==> config.mk <==
export PLATFORM = sky130hd
export DESIGN_NAME = uart_brk_tx
export DESIGN_NICKNAME = d
export VERILOG_FILES = /design/src/rtl/uart_brk_pkg.sv /design/src/rtl/uart_brk_hold.sv /design/src/rtl/uart_brk_parity.sv /design/src/rtl/uart_brk_fsm.sv /design/src/rtl/uart_brk_tx.sv
export SDC_FILE = /design/constraint.sdc
export NUM_CORES = 1
export LEC_CHECK = 0
export CAP_MARGIN = 20
export CORE_MARGIN = 8
export CORE_UTILIZATION = 50
export CTS_CLUSTER_DIAMETER = 150
export CTS_CLUSTER_SIZE = 16
export DETAILED_ROUTE_END_ITERATION = 7
export PLACE_DENSITY = 0.73
export SLEW_MARGIN = 20
export SYNTH_ARGS = -nofsm -noshare
export SYNTH_HDL_FRONTEND = slang
export SYNTH_HIERARCHICAL = 1
export SYNTH_SLANG_ARGS = --single-unit
export TNS_END_PERCENT = 5
==> constraint.sdc <==
create_clock -name clk -period 5 [get_ports clk]
set_input_delay 1 -clock clk [delete_from_list [all_inputs] [get_ports clk]]
set_output_delay 1 -clock clk [all_outputs]
set_load 0.03 [all_outputs]
==> src/rtl/uart_brk_pkg.sv <==
package uart_brk_pkg;

    typedef enum logic [2:0] {
        ST_IDLE,
        ST_START,
        ST_DATA,
        ST_STOP,
        ST_BREAK,
        ST_MARK
    } tx_state_t;

endpackage

==> src/rtl/uart_brk_hold.sv <==
module uart_brk_hold #(
    parameter int WORD_W = 9
) (
    input  logic              clk,
    input  logic              rst_n,
    input  logic              wr_en,
    input  logic [WORD_W-1:0] wr_word,
    input  logic              take,
    output logic              full,
    output logic [WORD_W-1:0] word
);

    always_ff @(posedge clk) begin
        if (!rst_n) begin
            full <= 1'b0;
            word <= '0;
        end else begin
            if (take)
                full <= 1'b0;
            if (wr_en) begin
                full <= 1'b1;
                word <= wr_word;
            end
        end
    end

    // a write always leaves a word waiting
    p_write_fills_r6: assert property (@(posedge clk) disable iff (!rst_n)
        wr_en |=> full);

endmodule

==> src/rtl/uart_brk_parity.sv <==
module uart_brk_parity #(
    parameter int WORD_W = 9
) (
    input  logic [WORD_W-1:0] word,
    input  logic              mode9,
    input  logic              par_en,
    input  logic              par_odd,
    output logic [WORD_W-1:0] shaped
);

    localparam int NB_LONG  = WORD_W;
    localparam int NB_SHORT = WORD_W - 1;

    int   nb;
    logic acc;

    always_comb begin
        nb     = mode9 ? NB_LONG : NB_SHORT;
        acc    = 1'b0;
        shaped = '0;
        for (int i = 0; i < WORD_W; i++) begin
            if (i < nb) begin
                shaped[i] = word[i];
                if (i < nb - 1)
                    acc = acc ^ word[i];
            end
        end
        if (par_en)
            shaped[nb-1] = acc ^ par_odd;
    end

endmodule

==> src/rtl/uart_brk_fsm.sv <==
module uart_brk_fsm
    import uart_brk_pkg::*;
#(
    parameter int WORD_W = 9
) (
    input  logic              clk,
    input  logic              rst_n,
    input  logic              bit_tick,
    input  logic              send_brk,
    input  logic              mode9,
    input  logic              hold_full,
    input  logic [WORD_W-1:0] shaped,
    output logic              take,
    output logic              line,
    output logic              idle
);

    localparam int CNT_W = $clog2(WORD_W + 2);
    localparam logic [CNT_W-1:0] DATA_LAST_S = CNT_W'(WORD_W - 2);
    localparam logic [CNT_W-1:0] DATA_LAST_L = CNT_W'(WORD_W - 1);
    localparam logic [CNT_W-1:0] BRK_LAST_S  = CNT_W'(WORD_W);
    localparam logic [CNT_W-1:0] BRK_LAST_L  = CNT_W'(WORD_W + 1);

    tx_state_t         state, state_n;
    logic [CNT_W-1:0]  cnt, cnt_n;
    logic [WORD_W-1:0] sh, sh_n;
    logic [CNT_W-1:0]  data_last, brk_last;

    assign data_last = mode9 ? DATA_LAST_L : DATA_LAST_S;
    assign brk_last  = mode9 ? BRK_LAST_L  : BRK_LAST_S;

    // state register
    always_ff @(posedge clk) begin
        if (!rst_n) begin
            state <= ST_IDLE;
            cnt   <= '0;
            sh    <= '0;
        end else begin
            state <= state_n;
            cnt   <= cnt_n;
            sh    <= sh_n;
        end
    end

    // next-state logic
    always_comb begin
        state_n = state;
        cnt_n   = cnt;
        sh_n    = sh;
        take    = 1'b0;
        if (bit_tick) begin
            unique case (state)
                ST_IDLE, ST_STOP, ST_MARK: begin
                    if (send_brk) begin
                        state_n = ST_BREAK;
                        cnt_n   = '0;
                    end else if (hold_full) begin
                        state_n = ST_START;
                        sh_n    = shaped;
                        take    = 1'b1;
                    end else begin
                        state_n = ST_IDLE;
                    end
                end
                ST_START: begin
                    state_n = ST_DATA;
                    cnt_n   = '0;
                end
                ST_DATA: begin
                    sh_n = sh >> 1;
                    if (cnt == data_last)
                        state_n = ST_STOP;
                    else
                        cnt_n = cnt + 1'b1;
                end
                ST_BREAK: begin
                    if (cnt == brk_last) begin
                        cnt_n = '0;
                        if (!send_brk)
                            state_n = ST_MARK;
                    end else begin
                        cnt_n = cnt + 1'b1;
                    end
                end
                default: state_n = ST_IDLE;
            endcase
        end
    end

    // outputs
    always_comb begin
        line = 1'b1;
        idle = 1'b0;
        unique case (state)
            ST_IDLE:  idle = 1'b1;
            ST_START: line = 1'b0;
            ST_DATA:  line = sh[0];
            ST_STOP:  line = 1'b1;
            ST_BREAK: line = 1'b0;
            ST_MARK:  line = 1'b1;
            default:  line = 1'b1;
        endcase
    end

    // state moves only on a bit tick
    p_tick_paced_r2: assert property (@(posedge clk) disable iff (!rst_n)
        !$past(bit_tick) |-> $stable(state));

    // leaving a break always passes through the marking bit
    p_mark_after_break_r9: assert property (@(posedge clk) disable iff (!rst_n)
        ($past(state) == ST_BREAK && state != ST_BREAK) |-> state == ST_MARK);

    // a start bit begins only when a word was waiting
    p_start_needs_word_r6: assert property (@(posedge clk) disable iff (!rst_n)
        (state == ST_START && $past(state) != ST_START) |-> $past(hold_full));

    // break counter stays inside the longest break
    p_brk_cnt_range_r8: assert property (@(posedge clk) disable iff (!rst_n)
        state == ST_BREAK |-> cnt <= BRK_LAST_L);

endmodule

==> src/rtl/uart_brk_tx.sv <==
module uart_brk_tx #(
    parameter int DATA_W = 8
) (
    input  logic              clk,
    input  logic              rst_n,
    input  logic              bit_tick,
    input  logic              wr_en,
    input  logic [DATA_W-1:0] wr_data,
    input  logic              wr_bit8,
    input  logic              mode9,
    input  logic              par_en,
    input  logic              par_odd,
    input  logic              inv_out,
    input  logic              send_brk,
    output logic              txd,
    output logic              empty,
    output logic              done
);

    localparam int WORD_W = DATA_W + 1;

    logic              full, take, line, idle;
    logic [WORD_W-1:0] word, shaped;

    uart_brk_hold #(.WORD_W(WORD_W)) u_hold (
        .clk     (clk),
        .rst_n   (rst_n),
        .wr_en   (wr_en),
        .wr_word ({wr_bit8, wr_data}),
        .take    (take),
        .full    (full),
        .word    (word)
    );

    uart_brk_parity #(.WORD_W(WORD_W)) u_par (
        .word    (word),
        .mode9   (mode9),
        .par_en  (par_en),
        .par_odd (par_odd),
        .shaped  (shaped)
    );

    uart_brk_fsm #(.WORD_W(WORD_W)) u_fsm (
        .clk       (clk),
        .rst_n     (rst_n),
        .bit_tick  (bit_tick),
        .send_brk  (send_brk),
        .mode9     (mode9),
        .hold_full (full),
        .shaped    (shaped),
        .take      (take),
        .line      (line),
        .idle      (idle)
    );

    assign txd   = line ^ inv_out;
    assign empty = !full;
    assign done  = idle && !full && !send_brk;

    // completion implies the line is at its marking level
    p_done_marks_r7: assert property (@(posedge clk) disable iff (!rst_n)
        done |-> (txd != inv_out));

endmodule

==> Word-level counts from Yosys, hierarchy flattened <==
Index checks and enable logic that the tools add are counted.
{ "totals": {"reg_bits": 26, "latch_bits": 0, "mem_bits_rw": 0, "mem_bits_ro": 0, "in_bits": 18, "elab_cells": 120, "memories": 0} }
{ "op_classes": {"n_addsub": 2, "multipliers": 0, "div_mod_pow": 0, "order_cmp": 20, "n_eq_ne": 14, "n_shift": 0, "n_mux": 55, "bitwise": 10, "n_reduce_logical": 14} }
{ "ops": {"columns": ["op", "n"], "rows": [
  ["$lt 4x32->1 const A", 8],
  ["$lt 3x32->1 const A", 4],
  ["$lt 1x32->1 const A", 2],
  ["$lt 2x32->1 const A", 2],
  ["$lt 5x32->1 const A", 2],
  ["$mux 1", 37],
  ["$ge 32x1->1 const B", 1],
  ["$lt 32x6->1 const B", 1],
  ["$sub 32x2->32 const B", 1],
  ["$mux 9", 3],
  ["$pmux 9 s2", 1],
  ["$mux 4", 4],
  ["$pmux 4 s4", 1],
  ["$mux 3", 4],
  ["$pmux 3 s4", 1],
  ["$reduce_and 4->1", 3],
  ["$ne 2x2->1 const B", 5],
  ["$xor 1x1->1", 10],
  ["$bwmux 9", 1],
  ["$eq 4x4->1", 2],
  ["$eq 3x2->1 const B", 2],
  ["$eq 3x3->1 const B", 2],
  ["$add 4x1->4 const B", 1],
  ["$demux 1 s4", 1],
  ["11 further kinds", 16]
]} }

==> Longest topological paths before layout <==
{ "depth": {"ltp_word": 35, "depth_mapped": 7, "mapped_depth_nobuf": 7} }

==> Modules after synthesis <==
The synthesis kept the hierarchy.
{ "by_module_without_submodules": {"columns": ["mod", "n_inst", "cells_per_inst", "area_per_inst_um2"], "rows": [
  ["uart_brk_fsm", 1, 118, 1046.0],
  ["uart_brk_hold", 1, 31, 371.6],
  ["uart_brk_parity", 1, 21, 157.7],
  ["uart_brk_tx", 1, 3, 25.0]
]} }

==> Least setup slack after synthesis <==
OpenSTA, ideal clock, no wires.
{ "synth_path": {"kind": "flip-flop to output port", "start": "register u_fsm.state[1]", "end": "output port txd", "arrival_time_ns": 1.548, "t_required_ns": 4.000, "slack_ns": 2.452, "stages_incl_launch_ff": 7, "path_cell_list": "dfxtp_1 buf_4 inv_1 or3_1 nand3_1 o21ai_0 xor2_1"} }
{ "synth_via": {"elab_chain_cells": 4, "word_cells_on_any_way": 6} }
{ "synth_lines": {"columns": ["item", "line_no", "text"], "rows": [
  ["start, declared", "uart_brk_fsm.sv:24", "tx_state_t state, state_n;"],
  ["start signal, assigned", "uart_brk_fsm.sv:39", "state <= state_n;"],
  ["$eq 3x1->1 or $eq 3x3->1 (tied branches)", "uart_brk_fsm.sv:94", "unique case (state)"],
  ["$reduce_or 2->1 (no source line)", null, null],
  ["$pmux 1 s2 *", "uart_brk_fsm.sv:94", null],
  ["named net line", "uart_brk_tx.sv:22", "logic full, take, line, idle;"],
  ["$xor 1x1->1 *", "uart_brk_tx.sv:56", "assign txd = line ^ inv_out;"],
  ["end, declared", "uart_brk_tx.sv:15", "output logic txd,"]
]} }
Mark *: on every way through the listed nets, which the timed path passes. The rest lies on a longest branch.

==> Worst setup path after layout <==
{ "layout_path": {"start": "input port send_brk", "end": "output port done"} }
{ "layout_via": {"elab_chain_cells": 2} }
{ "layout_lines": {"columns": ["item", "line_no", "text"], "rows": [
  ["start, declared", "uart_brk_tx.sv:14", "input logic send_brk,"],
  ["$logic_not 1->1", null, null],
  ["$logic_and 1x1->1", "uart_brk_tx.sv:58", "assign done = idle && !full && !send_brk;"],
  ["end, declared", "uart_brk_tx.sv:17", "output logic done"]
]} }
No other way between the ends.

==> Implementation_results.wiki <==
{| class="wikitable"
! Metric !! Value
|-
| Status || finished, final reports clean
|-
| Max Clock Freq || 290.1 MHz
|-
| Count of synthesis-stage warnings from yosys || 6
|-
| Min-Delay Path Class || flip-flop to flip-flop
|-
| Number of cells on the worst hold path || 2
|-
| I/O Buffers || 20
|-
| Deepest level of the CTS H-tree || 1
|-
| Worst-path cell chain || clkdlybuf4s50_1 > nor3b_2 > clkdlybuf4s50_1
|-
| Reported leakage power || 0.5923 nW
|-
| Ports placed on the boundary || 21
|-
| Count of endpoints failing hold in the final timing report || 0
|-
| Die Y || 72.58 um
|-
| Least setup slack across all paths after layout || 1553 ps
|-
| Signed area change from the synthesized netlist to the final layout || 10.95%
|-
| Setup repair after global routing missed its margin || false
|-
| DP HPWL || 2465 um
|-
| Detail-routed via count per cell || 5.688
|-
| Critical path's slowest cell || sky130_fd_sc_hd__clkdlybuf4s50_1
|-
| Maximum clock skew at final layout || 1.425 ps
|-
| DRC || 0
|-
| First-pass GRT wire length || 5727 um
|-
| Number of setup violations in the final report || 0
|-
| Total design power || 0.4427 mW
|-
| Number of CTS-inserted buffers || 3
|-
| Initial Utilization || 52.42%
|-
| Average footprint of a synthesized cell || 9.250 um2
|-
| Final-report max-slew violation count || 0
|-
| Nature of the critical path endpoint || output port
|-
| Share of the cycle needed by the critical path after routing || 68.94%
|-
| Final routed wirelength across all metal layers || 3285 um
|-
| Worst vdd rail ir drop || 136.4 uV
|-
| Die Outline Area || 5267 um2
|-
| Max-cap check violation count || 0
|-
| Post-synthesis net count || 192
|-
| Count of placed standard cells in the final layout, fillers left out || 224
|-
| DRT antenna net count || 0
|-
| Clock Latency Late Sink || 320 ps
|-
| Number of antenna violations at the first check in global routing || 0
|-
| Bufs on Longest Clock Path || 2
|-
| Number of post-CTS setup repair buffers || 0
|-
| Headroom to the max-slew limit || 36.41%
|-
| Clock transition at the registers of the reported paths || 130 ps
|-
| Mean routed wirelength per cell || 14.67 um
|-
| Maximum number of pins on one net before global-route repair || 27
|-
| Pre-CTS setup slack || 1567 ps
|-
| Setup total negative slack || 0 ps
|-
| TritonCTS clock tree || yes
|-
| Nature of the critical path startpoint || input port
|-
| Number of gates given a new drive strength after cts || 0
|-
| Number of standard cells after synthesis || 173
|-
| Total GRT Usage || 13.27%
|-
| Data required time of the critical path || 4000 ps
|-
| Final net count || 200
|-
| Master cell of the clock root buffer || sky130_fd_sc_hd__clkbuf_4
|-
| Area of the mapped netlist || 1600 um2
|-
| CP max FO || 8
|-
| Sink count of the clock tree || 26
|-
| Proportion of layout cells with a drive suffix above 1 || 6.667%
|-
| Post-layout min period || 3447 ps
|-
| Post-CTS Hold Buffers || 0
|-
| Worst slew pin tran || 949.7 ps
|-
| Power per unit of standard cell area || 249.4 nW/um2
|-
| Starting DRC count in detailed routing || 75
|-
| Vias in the first global route || 1280
|-
| Cell occurring most often along the worst timing path || sky130_fd_sc_hd__clkdlybuf4s50_1
|-
| Post-synth cell types || 44
|-
| Count of inserted antenna diode cells || 0
|-
| Number of register bits inferred by synthesis || 26
|-
| Depth of the most critical reg-to-reg path || 5
|-
| Commonest cells after routing, fill and taps aside || 26 x sky130_fd_sc_hd__dfxtp_1, 20 x sky130_fd_sc_hd__clkdlybuf4s50_1, 18 x sky130_fd_sc_hd__mux2i_1
|-
| Area of the core || 3053 um2
|-
| Core Rows || 20
|-
| Detailed-routing iteration count for the pre-antenna-repair pass || 4
|-
| Die X-Extent || 72.58 um
|-
| Number of cells after detailed placement || 220
|-
| Biggest cell delay along the critical path || 690 ps
|-
| Seq/Total Area, Yosys || 32.53%
|-
| Filler cell count || 304
|-
| Crit path kind || input port to output port
|-
| Data arrival time of the critical path || 2450 ps
|-
| Via count || 1274
|-
| Global placement routability congestion || 0.7921
|-
| Total gr overflow || 0
|-
| Most frequent standard cell in the layout excluding fill and tap cells || sky130_fd_sc_hd__dfxtp_1
|-
| Smallest hold slack || 491.2 ps
|}
-- flip-flops by register name (all words and copies together), names as in the netlist --
name / cells
u_fsm/sh: 9
u_hold/word: 9
u_fsm/cnt: 4
u_fsm/state: 3
u_hold/full: 1
-- layer usage --
metal  vias up  track usage, %  share of wire, %
li1        651               -                 -
met1       595           15.80                45
met2        24           22.56                49
met3         4           2.610               4.8
met4         0           5.333               1.0
met5         -               0                 0
-- area by class of cell --
class	count	area, um2	area share (%)
Clock buffer	4	36.28	2.044
Inverter	7	26.28	1.480
Multi-Input combinational cell	123	937.1	52.78
Sequential cell	26	520.5	29.32
Timing Repair Buffer	20	200.2	11.28
Tap cell	44	55.05	3.101
-- path summary, 6_finish.rpt --
path                            slack, ps           end      startpoint
worst max-delay path                 1550          done        send_brk
worst min-delay path                  490   u_fsm/sh[8]     u_fsm/sh[8]
worst max register to register       2370  u_fsm/cnt[0]  u_fsm/state[1]
worst min register to register        490   u_fsm/sh[8]     u_fsm/sh[8]
-- power breakdown --
group / total (mW) / switching (mW) / internal [mW]
Sequential: 0.231 / 0.0136 / 0.217
Clock: 0.105 / 0.0609 / 0.0445
Combinational: 0.106 / 0.0531 / 0.0532
-- logic make-up after synthesis --
family | Yosys count | share of synthesized area [%]
compound gates | 48 | 23.30
xor+xnor | 9 | 4.926
fa+ha+maj | 2 | 1.485
buf+inv | 24 | 8.913
flops | 26 | 32.53
mux | 19 | 11.96
simple gates | 45 | 16.89
-- critical path, delay by kind of cell --
kind	cells	cell delay [ps]
AND/OR/NAND/NOR	1	210
buffers and inverters	2	1230
-- per-stage QoR --
| step | area, um2 | utilization, % |
|---|---|---|
| after floorplan | 1600 | - |
| after detailed placement | 1739 | 56.97 |
| after global placement | 1739 | 56.97 |
| final | 1775 | 58.16 |
| after CTS | 1775 | 58.16 |
| after global routing | 1775 | 58.16 |
-- synth_stat cells (all sizes together) --
master        n  area [um2]
a2111oi       1       8.760
a211o         1       8.760
a21boi        1       7.510
a21oi        15       75.07
a311oi        8       70.07
a32o          2       20.02
a32oi         1       8.760
and2          1       6.260
buf          11       87.58
clkbuf        5       18.77
dfxtp        26       520.5
dlygate4sd3   1       10.01
ha            1       12.51
inv           7       26.28
maj3          1       11.26
mux2          1       11.26
mux2i        18       180.2
nand2         6       22.52
nand2b        3       26.27
nand3         2       10.01
nand3b        2       15.01
nand4         3       18.77
nor2          6       22.52
nor2b        11       68.82
nor3          4       20.02
nor3b         4       40.03
o211ai        2       15.01
o21a          1       7.510
o21ai         7       35.03
o221a         1       20.02
o221ai        3       26.28
o311a         1       10.01
o31a          1       8.760
o31ai         1       7.510
o32ai         1       27.53
o41ai         1       16.27
or3           2       12.51
or4           1       7.510
xnor2         8       70.07
xor2          1       8.760
(Power assumes the default switching activity.)
